==> src/rtl/mtrap_pkg.sv <==
package mtrap_pkg;

   localparam int unsigned CSR_AW = 12;

   localparam logic [CSR_AW-1:0] ADDR_STATUS = 12'h300;
   localparam logic [CSR_AW-1:0] ADDR_VECTOR = 12'h305;
   localparam logic [CSR_AW-1:0] ADDR_RETPC  = 12'h341;
   localparam logic [CSR_AW-1:0] ADDR_CAUSE  = 12'h342;

   localparam logic [31:0] RET_WORD = 32'h3020_0073;

   localparam int unsigned BIT_EN   = 3;
   localparam int unsigned BIT_PREV = 7;

   localparam logic [3:0] CODE_TIMER = 4'd7;
   localparam logic [3:0] CODE_EXTERN = 4'd11;

   typedef enum logic [1:0] {
      EV_NONE = 2'd0,
      EV_IRQ  = 2'd1,
      EV_RET  = 2'd2
   } trap_ev_e;

endpackage

==> src/rtl/mtrap_arbiter.sv <==
module mtrap_arbiter
   import mtrap_pkg::*;
#(
   parameter int unsigned FLAG_W = 2
) (
   input  logic [FLAG_W-1:0] irq_flags_i,
   input  logic [31:0]       instr_i,
   input  logic              en_i,
   output trap_ev_e          ev_o,
   output logic [3:0]        code_o
);

   logic is_ret;
   logic pending;

   assign is_ret  = (instr_i == RET_WORD);
   assign pending = |irq_flags_i;

   // the timer request (bit 0) is served ahead of every other request
   assign code_o = irq_flags_i[0] ? CODE_TIMER : CODE_EXTERN;

   // the return instruction wins over a simultaneous request
   always_comb begin
      if (is_ret)                ev_o = EV_RET;
      else if (pending && en_i)  ev_o = EV_IRQ;
      else                       ev_o = EV_NONE;
   end

endmodule

==> src/rtl/mtrap_csr_bank.sv <==
module mtrap_csr_bank
   import mtrap_pkg::*;
#(
   parameter int unsigned XLEN = 32,
   parameter int unsigned NRD  = 2
) (
   input  logic                        clk,
   input  logic                        rst_n,
   input  trap_ev_e                    ev_i,
   input  logic [3:0]                  code_i,
   input  logic [XLEN-1:0]             ret_pc_i,
   input  logic                        we_i,
   input  logic [CSR_AW-1:0]           waddr_i,
   input  logic [XLEN-1:0]             wdata_i,
   input  logic [NRD-1:0][CSR_AW-1:0]  raddr_i,
   output logic [NRD-1:0][XLEN-1:0]    rdata_o,
   output logic                        en_o,
   output logic [XLEN-1:0]             vector_o,
   output logic [XLEN-1:0]             retpc_o
);

   localparam int unsigned PAD_W = XLEN - 5;

   logic [XLEN-1:0] status_q, vector_q, retpc_q, cause_q;

   function automatic logic [XLEN-1:0] decode(input logic [CSR_AW-1:0] a,
                                              input logic [XLEN-1:0] st,
                                              input logic [XLEN-1:0] vc,
                                              input logic [XLEN-1:0] rp,
                                              input logic [XLEN-1:0] ca);
      case (a)
         ADDR_STATUS: return st;
         ADDR_VECTOR: return vc;
         ADDR_RETPC:  return rp;
         ADDR_CAUSE:  return ca;
         default:     return '0;
      endcase
   endfunction

   always_ff @(posedge clk or negedge rst_n) begin
      if (!rst_n) begin
         status_q <= '0;
         vector_q <= '0;
         retpc_q  <= '0;
         cause_q  <= '0;
      end else begin
         if (we_i && waddr_i == ADDR_VECTOR) vector_q <= wdata_i;
         if (we_i && waddr_i == ADDR_STATUS && ev_i == EV_NONE) status_q <= wdata_i;
         if (we_i && waddr_i == ADDR_RETPC  && ev_i != EV_IRQ)  retpc_q  <= wdata_i;
         if (we_i && waddr_i == ADDR_CAUSE  && ev_i != EV_IRQ)  cause_q  <= wdata_i;
         case (ev_i)
            EV_IRQ: begin
               retpc_q            <= ret_pc_i;
               cause_q            <= {1'b1, {PAD_W{1'b0}}, code_i};
               status_q[BIT_EN]   <= 1'b0;
               status_q[BIT_PREV] <= status_q[BIT_EN];
            end
            EV_RET: begin
               status_q[BIT_EN]   <= status_q[BIT_PREV];
               status_q[BIT_PREV] <= 1'b1;
            end
            default: ;
         endcase
      end
   end

   for (genvar g = 0; g < NRD; g++) begin : g_rd
      assign rdata_o[g] = decode(raddr_i[g], status_q, vector_q, retpc_q, cause_q);
   end

   assign en_o     = status_q[BIT_EN];
   assign vector_o = vector_q;
   assign retpc_o  = retpc_q;

   // entry clears the enable and saves it as previous-enable
   a_r6_entry_status: assert property (@(posedge clk) disable iff (!rst_n)
      (ev_i == EV_IRQ) |=> (!status_q[BIT_EN] && status_q[BIT_PREV]));
   // return restores the enable and sets previous-enable
   a_r7_ret_status: assert property (@(posedge clk) disable iff (!rst_n)
      (ev_i == EV_RET) |=> (status_q[BIT_EN] == $past(status_q[BIT_PREV]) && status_q[BIT_PREV]));
   // entry records the supplied return address
   a_r3_retpc: assert property (@(posedge clk) disable iff (!rst_n)
      (ev_i == EV_IRQ) |=> (retpc_q == $past(ret_pc_i)));
   // entry marks the cause as an interrupt
   a_r5_cause_irq: assert property (@(posedge clk) disable iff (!rst_n)
      (ev_i == EV_IRQ) |=> cause_q[XLEN-1]);
   // vector writes land on the next edge
   a_r10_vector_write: assert property (@(posedge clk) disable iff (!rst_n)
      (we_i && waddr_i == ADDR_VECTOR) |=> (vector_q == $past(wdata_i)));
   // a return leaves the cause alone unless the port writes it
   a_r8_ret_keeps_cause: assert property (@(posedge clk) disable iff (!rst_n)
      (ev_i == EV_RET && !(we_i && waddr_i == ADDR_CAUSE)) |=> $stable(cause_q));

endmodule

==> src/rtl/mtrap_ctrl.sv <==
module mtrap_ctrl
   import mtrap_pkg::*;
#(
   parameter int unsigned XLEN   = 32,
   parameter int unsigned FLAG_W = 2
) (
   input  logic              clk,
   input  logic              rst_n,
   input  logic [FLAG_W-1:0] irq_flags_i,
   input  logic [31:0]       instr_i,
   input  logic [XLEN-1:0]   instr_pc_i,
   input  logic              jump_i,
   input  logic [XLEN-1:0]   jump_pc_i,
   input  logic              csr_we_i,
   input  logic [11:0]       csr_addr_i,
   input  logic [XLEN-1:0]   csr_wdata_i,
   output logic [XLEN-1:0]   csr_rdata_o,
   input  logic [11:0]       dbg_addr_i,
   output logic [XLEN-1:0]   dbg_rdata_o,
   output logic              redirect_o,
   output logic [XLEN-1:0]   redirect_pc_o
);

   localparam int unsigned NRD  = 2;
   localparam int unsigned STEP = 4;

   if (XLEN < 32) begin : g_bad_xlen
      $error("mtrap_ctrl: XLEN must be at least 32");
   end
   if (FLAG_W < 1) begin : g_bad_flags
      $error("mtrap_ctrl: FLAG_W must be at least 1");
   end

   trap_ev_e                    ev;
   logic [3:0]                  code;
   logic                        en;
   logic [XLEN-1:0]             vector, retpc, next_pc;
   logic [NRD-1:0][CSR_AW-1:0]  raddr;
   logic [NRD-1:0][XLEN-1:0]    rdata;

   assign next_pc  = jump_i ? jump_pc_i : instr_pc_i + XLEN'(STEP);
   assign raddr[0] = csr_addr_i;
   assign raddr[1] = dbg_addr_i;
   assign csr_rdata_o = rdata[0];
   assign dbg_rdata_o = rdata[1];

   mtrap_arbiter #(.FLAG_W(FLAG_W)) arb_i (
      .irq_flags_i (irq_flags_i),
      .instr_i     (instr_i),
      .en_i        (en),
      .ev_o        (ev),
      .code_o      (code)
   );

   mtrap_csr_bank #(.XLEN(XLEN), .NRD(NRD)) bank_i (
      .clk      (clk),
      .rst_n    (rst_n),
      .ev_i     (ev),
      .code_i   (code),
      .ret_pc_i (next_pc),
      .we_i     (csr_we_i),
      .waddr_i  (csr_addr_i),
      .wdata_i  (csr_wdata_i),
      .raddr_i  (raddr),
      .rdata_o  (rdata),
      .en_o     (en),
      .vector_o (vector),
      .retpc_o  (retpc)
   );

   assign redirect_o    = (ev != EV_NONE);
   assign redirect_pc_o = (ev == EV_RET) ? retpc : vector;

   // with the enable clear only a return may redirect
   a_r9_masked: assert property (@(posedge clk) disable iff (!rst_n)
      (!en && instr_i != RET_WORD) |-> !redirect_o);
   // the return targets the saved address
   a_r7_ret_target: assert property (@(posedge clk) disable iff (!rst_n)
      (instr_i == RET_WORD) |-> (redirect_o && redirect_pc_o == retpc));
   // an enabled request redirects to the vector
   a_r2_entry_target: assert property (@(posedge clk) disable iff (!rst_n)
      (en && (|irq_flags_i) && instr_i != RET_WORD) |-> (redirect_o && redirect_pc_o == vector));

endmodule

==> config.mk <==
export PLATFORM = sky130hd
export DESIGN_NAME = mtrap_ctrl
export DESIGN_NICKNAME = d
export VERILOG_FILES = /design/src/rtl/mtrap_pkg.sv /design/src/rtl/mtrap_arbiter.sv /design/src/rtl/mtrap_csr_bank.sv /design/src/rtl/mtrap_ctrl.sv
export SDC_FILE = /design/constraint.sdc
export NUM_CORES = 1
export LEC_CHECK = 0
export ABC_AREA = 0
export ABC_CLOCK_PERIOD_IN_PS = 3100
export BUFFER_PORTS_ARGS = -buffer_cell sky130_fd_sc_hd__buf_2
export CORE_MARGIN = 2
export CORE_UTILIZATION = 52
export DETAILED_ROUTE_END_ITERATION = 10
export GPL_ROUTABILITY_DRIVEN = 0
export PLACE_DENSITY = 0.81
export SKIP_LAST_GASP = 1
export SLEW_MARGIN = 40
export SYNTH_ARGS = -nofsm -noshare
export SYNTH_HDL_FRONTEND = slang
export SYNTH_SLANG_ARGS = --single-unit
==> constraint.sdc <==
create_clock -name clk -period 3.1 [get_ports clk]
set_input_delay 0.465 -clock clk [delete_from_list [all_inputs] [get_ports clk]]
set_output_delay 0.465 -clock clk [all_outputs]
set_load 0.05 [all_outputs]
==> flow_metrics.py <==
metrics = {
    "logic_synthesis": {
        "ys_top_cells_by_area": "dfrtp_1 (39%), a22oi_1 (12%), mux2_1 (8.9%)",
        "syn_nets": 1018,
        "avgSynthCellArea_um2": 9.53,
        "yosysWarnings": 0,
        "synth_seq_cells": 128,
        "yosys.area.top_type": "dfrtp_1",
        "syn_inst": 859,
        "ys.flop_type": "dfrtp_1",
        "netlist.area_leader.share": 0.391,
        "synth_edf_count": 0,
        "synth-async-reset-ratio": 1.00,
        "ys_types": 46,
        "synth_area_um2": 8190,
        "ys_seq_area_frac": 0.391,
    },
    "critical_path": {
        "arrival_ps": 2400,
        "crit_path_end_kind": "primary output",
        "crit_type": "in -> out",
        "crit_fanout": 16,
        "critPathLaunch": "dbg_addr_i[11]",
        "path_cells": "buf_2 > or4_1 > nor4_2 > buf_4 > a22oi_1 > nand2_1 > buf_2",
        "r2r_start": "bank_i.status_q[3]$_DFFE_PN0P_",
        "max_stage_delay_ps": 640,
        "cp.buffers_inverters": 3,
        "cp_top_family": "simple AND/OR/NAND/NOR gates",
        "slowest_stage": "or4_1",
        "crit_required_ps": 2630,
        "startpoint_type": "primary input",
        "cpMostUsedCell": "buf_2",
    },
    "floorplan": {
        "core-area_um2": 15300,
        "std_cell_rows": 45,
        "die_x_um": 129,
        "design.die.area_um2": 16800,
        "die_y_um": 129,
        "initial_core_util": 0.534,
        "pin_count": 255,
    },
    "global_route": {
        "antenna_found_initial": 4,
        "grt_overflow": 0,
        "grt_max_degree": 85,
        "grt_pass1_wl_um": 43900,
        "grt_pass1_vias": 8242,
        "grtUsageTotal": 0.340,
    },
    "cells_and_area": {
        "syn_to_final_growth_pct": 28.6,
        "regArea_um2": 3200,
        "layout-drive-gt1-share": 0.326,
        "n_fill_cell": 1222,
        "multiInputGateArea_um2": 4710,
        "final_cell_area_um2": 10500,
        "most-common-layout-cells": "buf_2 (253), nand2_1 (143), a22oi_1 (128), dfrtp_1 (128), mux2_1 (65)",
        "nets": 1255,
        "final_common_cell": "buf_2",
    },
    "sta": {
        "fmax_ghz": 0.349,
        "clock_skew_ps": 5.26,
        "worst_slack_ps": 236,
        "slew_headroom": 0.528,
        "rsz0062_at_grt": "false",
        "hold_viol": 0,
        "period_minus_slack_ps": 2860,
        "setup_violations": 0,
        "worst-slew-pin-transition_ps": 707,
        "whs_ps": 301,
        "slew_violations": 0,
        "setup_tns_ps": 0,
        "min_period_over_period": 0.924,
    },
    "status": {
        "status": "completed",
    },
    "route": {
        "dr.pass1.iters": 6,
        "ant_nets": 0,
        "num_vias": 8488,
        "first_iter_violations": 939,
        "drcViolationCount": 0,
        "via_per_inst": 6.40,
        "wire_per_inst_um": 21.2,
        "routed_wirelength_um": 28200,
    },
    "clocking": {
        "clockRootBuffer": "clkbuf_16",
        "cts_tree": "yes",
        "clock_latency_ps": 430,
        "clkTransAtPathRegs_ps": 50,
        "cts_resized": 0,
        "cts-buffers-inserted": 17,
        "htreeDepth": 4,
        "clkSinkCount": 128,
        "clk_path_buf_depth": 2,
    },
    "placed_design": {
        "placed_area_um2": 9810,
        "dpl_worst_slack_ps": 273,
        "portBuffers": 254,
        "hpwl_um": 19000,
    },
    "power": {
        "cellLeakagePower_nw": 5.55,
        "finalPower_mw": 4.49,
        "peakVddDrop_mv": 0.363,
        "power.density_nw_per_um2": 426,
    },
    "run": {
        "cap_viol_max_count": 0,
    },
    "min_path": {
        "min_path_type": "in -> reg",
        "hp-start": "csr_wdata_i[10]",
    },
}
worst min-delay path: stages:
cell,delay [ps]
buf_2,120
nand2_1,50
a21oi_1,50
sequential cells by signal (all words and copies together), names as in the netlist:
| register | count |
|---|---|
| bank_i.cause_q | 32 |
| bank_i.retpc_o | 32 |
| bank_i.status_q | 32 |
| bank_i.vector_o | 32 |
timing repair:
item / 4_1_cts / 5_1_grt
endpoints found under the hold margin: 7 / 0
hold buffers: 1 / 0
setup buffers: 0 / 0
synth_stat cells, types with 8 or more instances:
library cell / number
nor2_1: 11
mux2_1: 65
nor4_1: 15
nand2_1: 145
clkbuf_1: 51
a211oi_1: 18
mux2i_1: 28
a21oi_1: 42
a22oi_1: 128
nand4_1: 14
and3_1: 23
o31a_1: 8
nor3_1: 18
o22ai_1: 14
dfrtp_1: 128
buf_2: 12
xnor2_1: 9
o21ai_0: 20
nand3_1: 15
mux2_4: 30
final timing paths:
path	end	slack (ps)	depth (start not counted)
worst max-delay path	dbg_rdata_o[22]	240	7
worst min-delay path	bank_i.cause_q[10]$_DFFE_PN0P_	300	3
worst max register to register	bank_i.retpc_o[18]$_DFFE_PN0P_	1080	6
worst min register to register	bank_i.vector_o[19]$_DFFE_PN0P_	540	1
max in group asynchronous	bank_i.retpc_o[18]$_DFFE_PN0P_	1960	3
min in group asynchronous	bank_i.vector_o[5]$_DFFE_PN0P_	430	2
metal layers:
| metal | global-route usage | wire length (um) |
|---|---|---|
| met3 | 0.0718 | 2700 |
| met1 | 0.433 | 10900 |
| met5 | 0 | 0 |
| met2 | 0.555 | 13600 |
| met4 | 0.165 | 986 |
cells by family (layout without fill, tap and decap cells):
logic type                 count (synthesis)  in the layout  share of synthesized area
and+or+nand+nor                          274            274                      0.170
muxes                                    123            123                      0.179
buffers and inverters                     71            321                     0.0381
DFF                                      128            128                      0.391
other                                      0              6                          0
xor gates and xnor gates                  13             13                     0.0139
adders and majority gates                  1              1                    0.00153
AOI/OAI and AO/OA                        249            249                      0.207
report_power, final:
group	leakage [nW]	internal, mW	switching (mW)
registers	1.78	1.71	0.0456
logic	3.43	0.150	0.204
clock network	0.337	1.63	0.750
area by class of cell:
cell class / instances / share of cell area
multi-input cells: 660 / 0.448
flip-flops and latches: 128 / 0.304
repair buffers: 286 / 0.155
clock buffers: 21 / 0.0437
well taps: 211 / 0.0251
clock inverters: 11 / 0.0221
diodes: 6 / 0.00143
inverters: 3 / 0.00107
per-stage QoR:
stage | utilization | cells
6_report | 0.687 | 1326
5_1_grt | 0.687 | 1324
4_1_cts | 0.686 | 1320
3_5_place_dp | 0.641 | 1287
3_3_place_gp | 0.639 | 1286
2_1_floorplan | - | 859
Note: power is estimated with default switching activity, not from simulation.
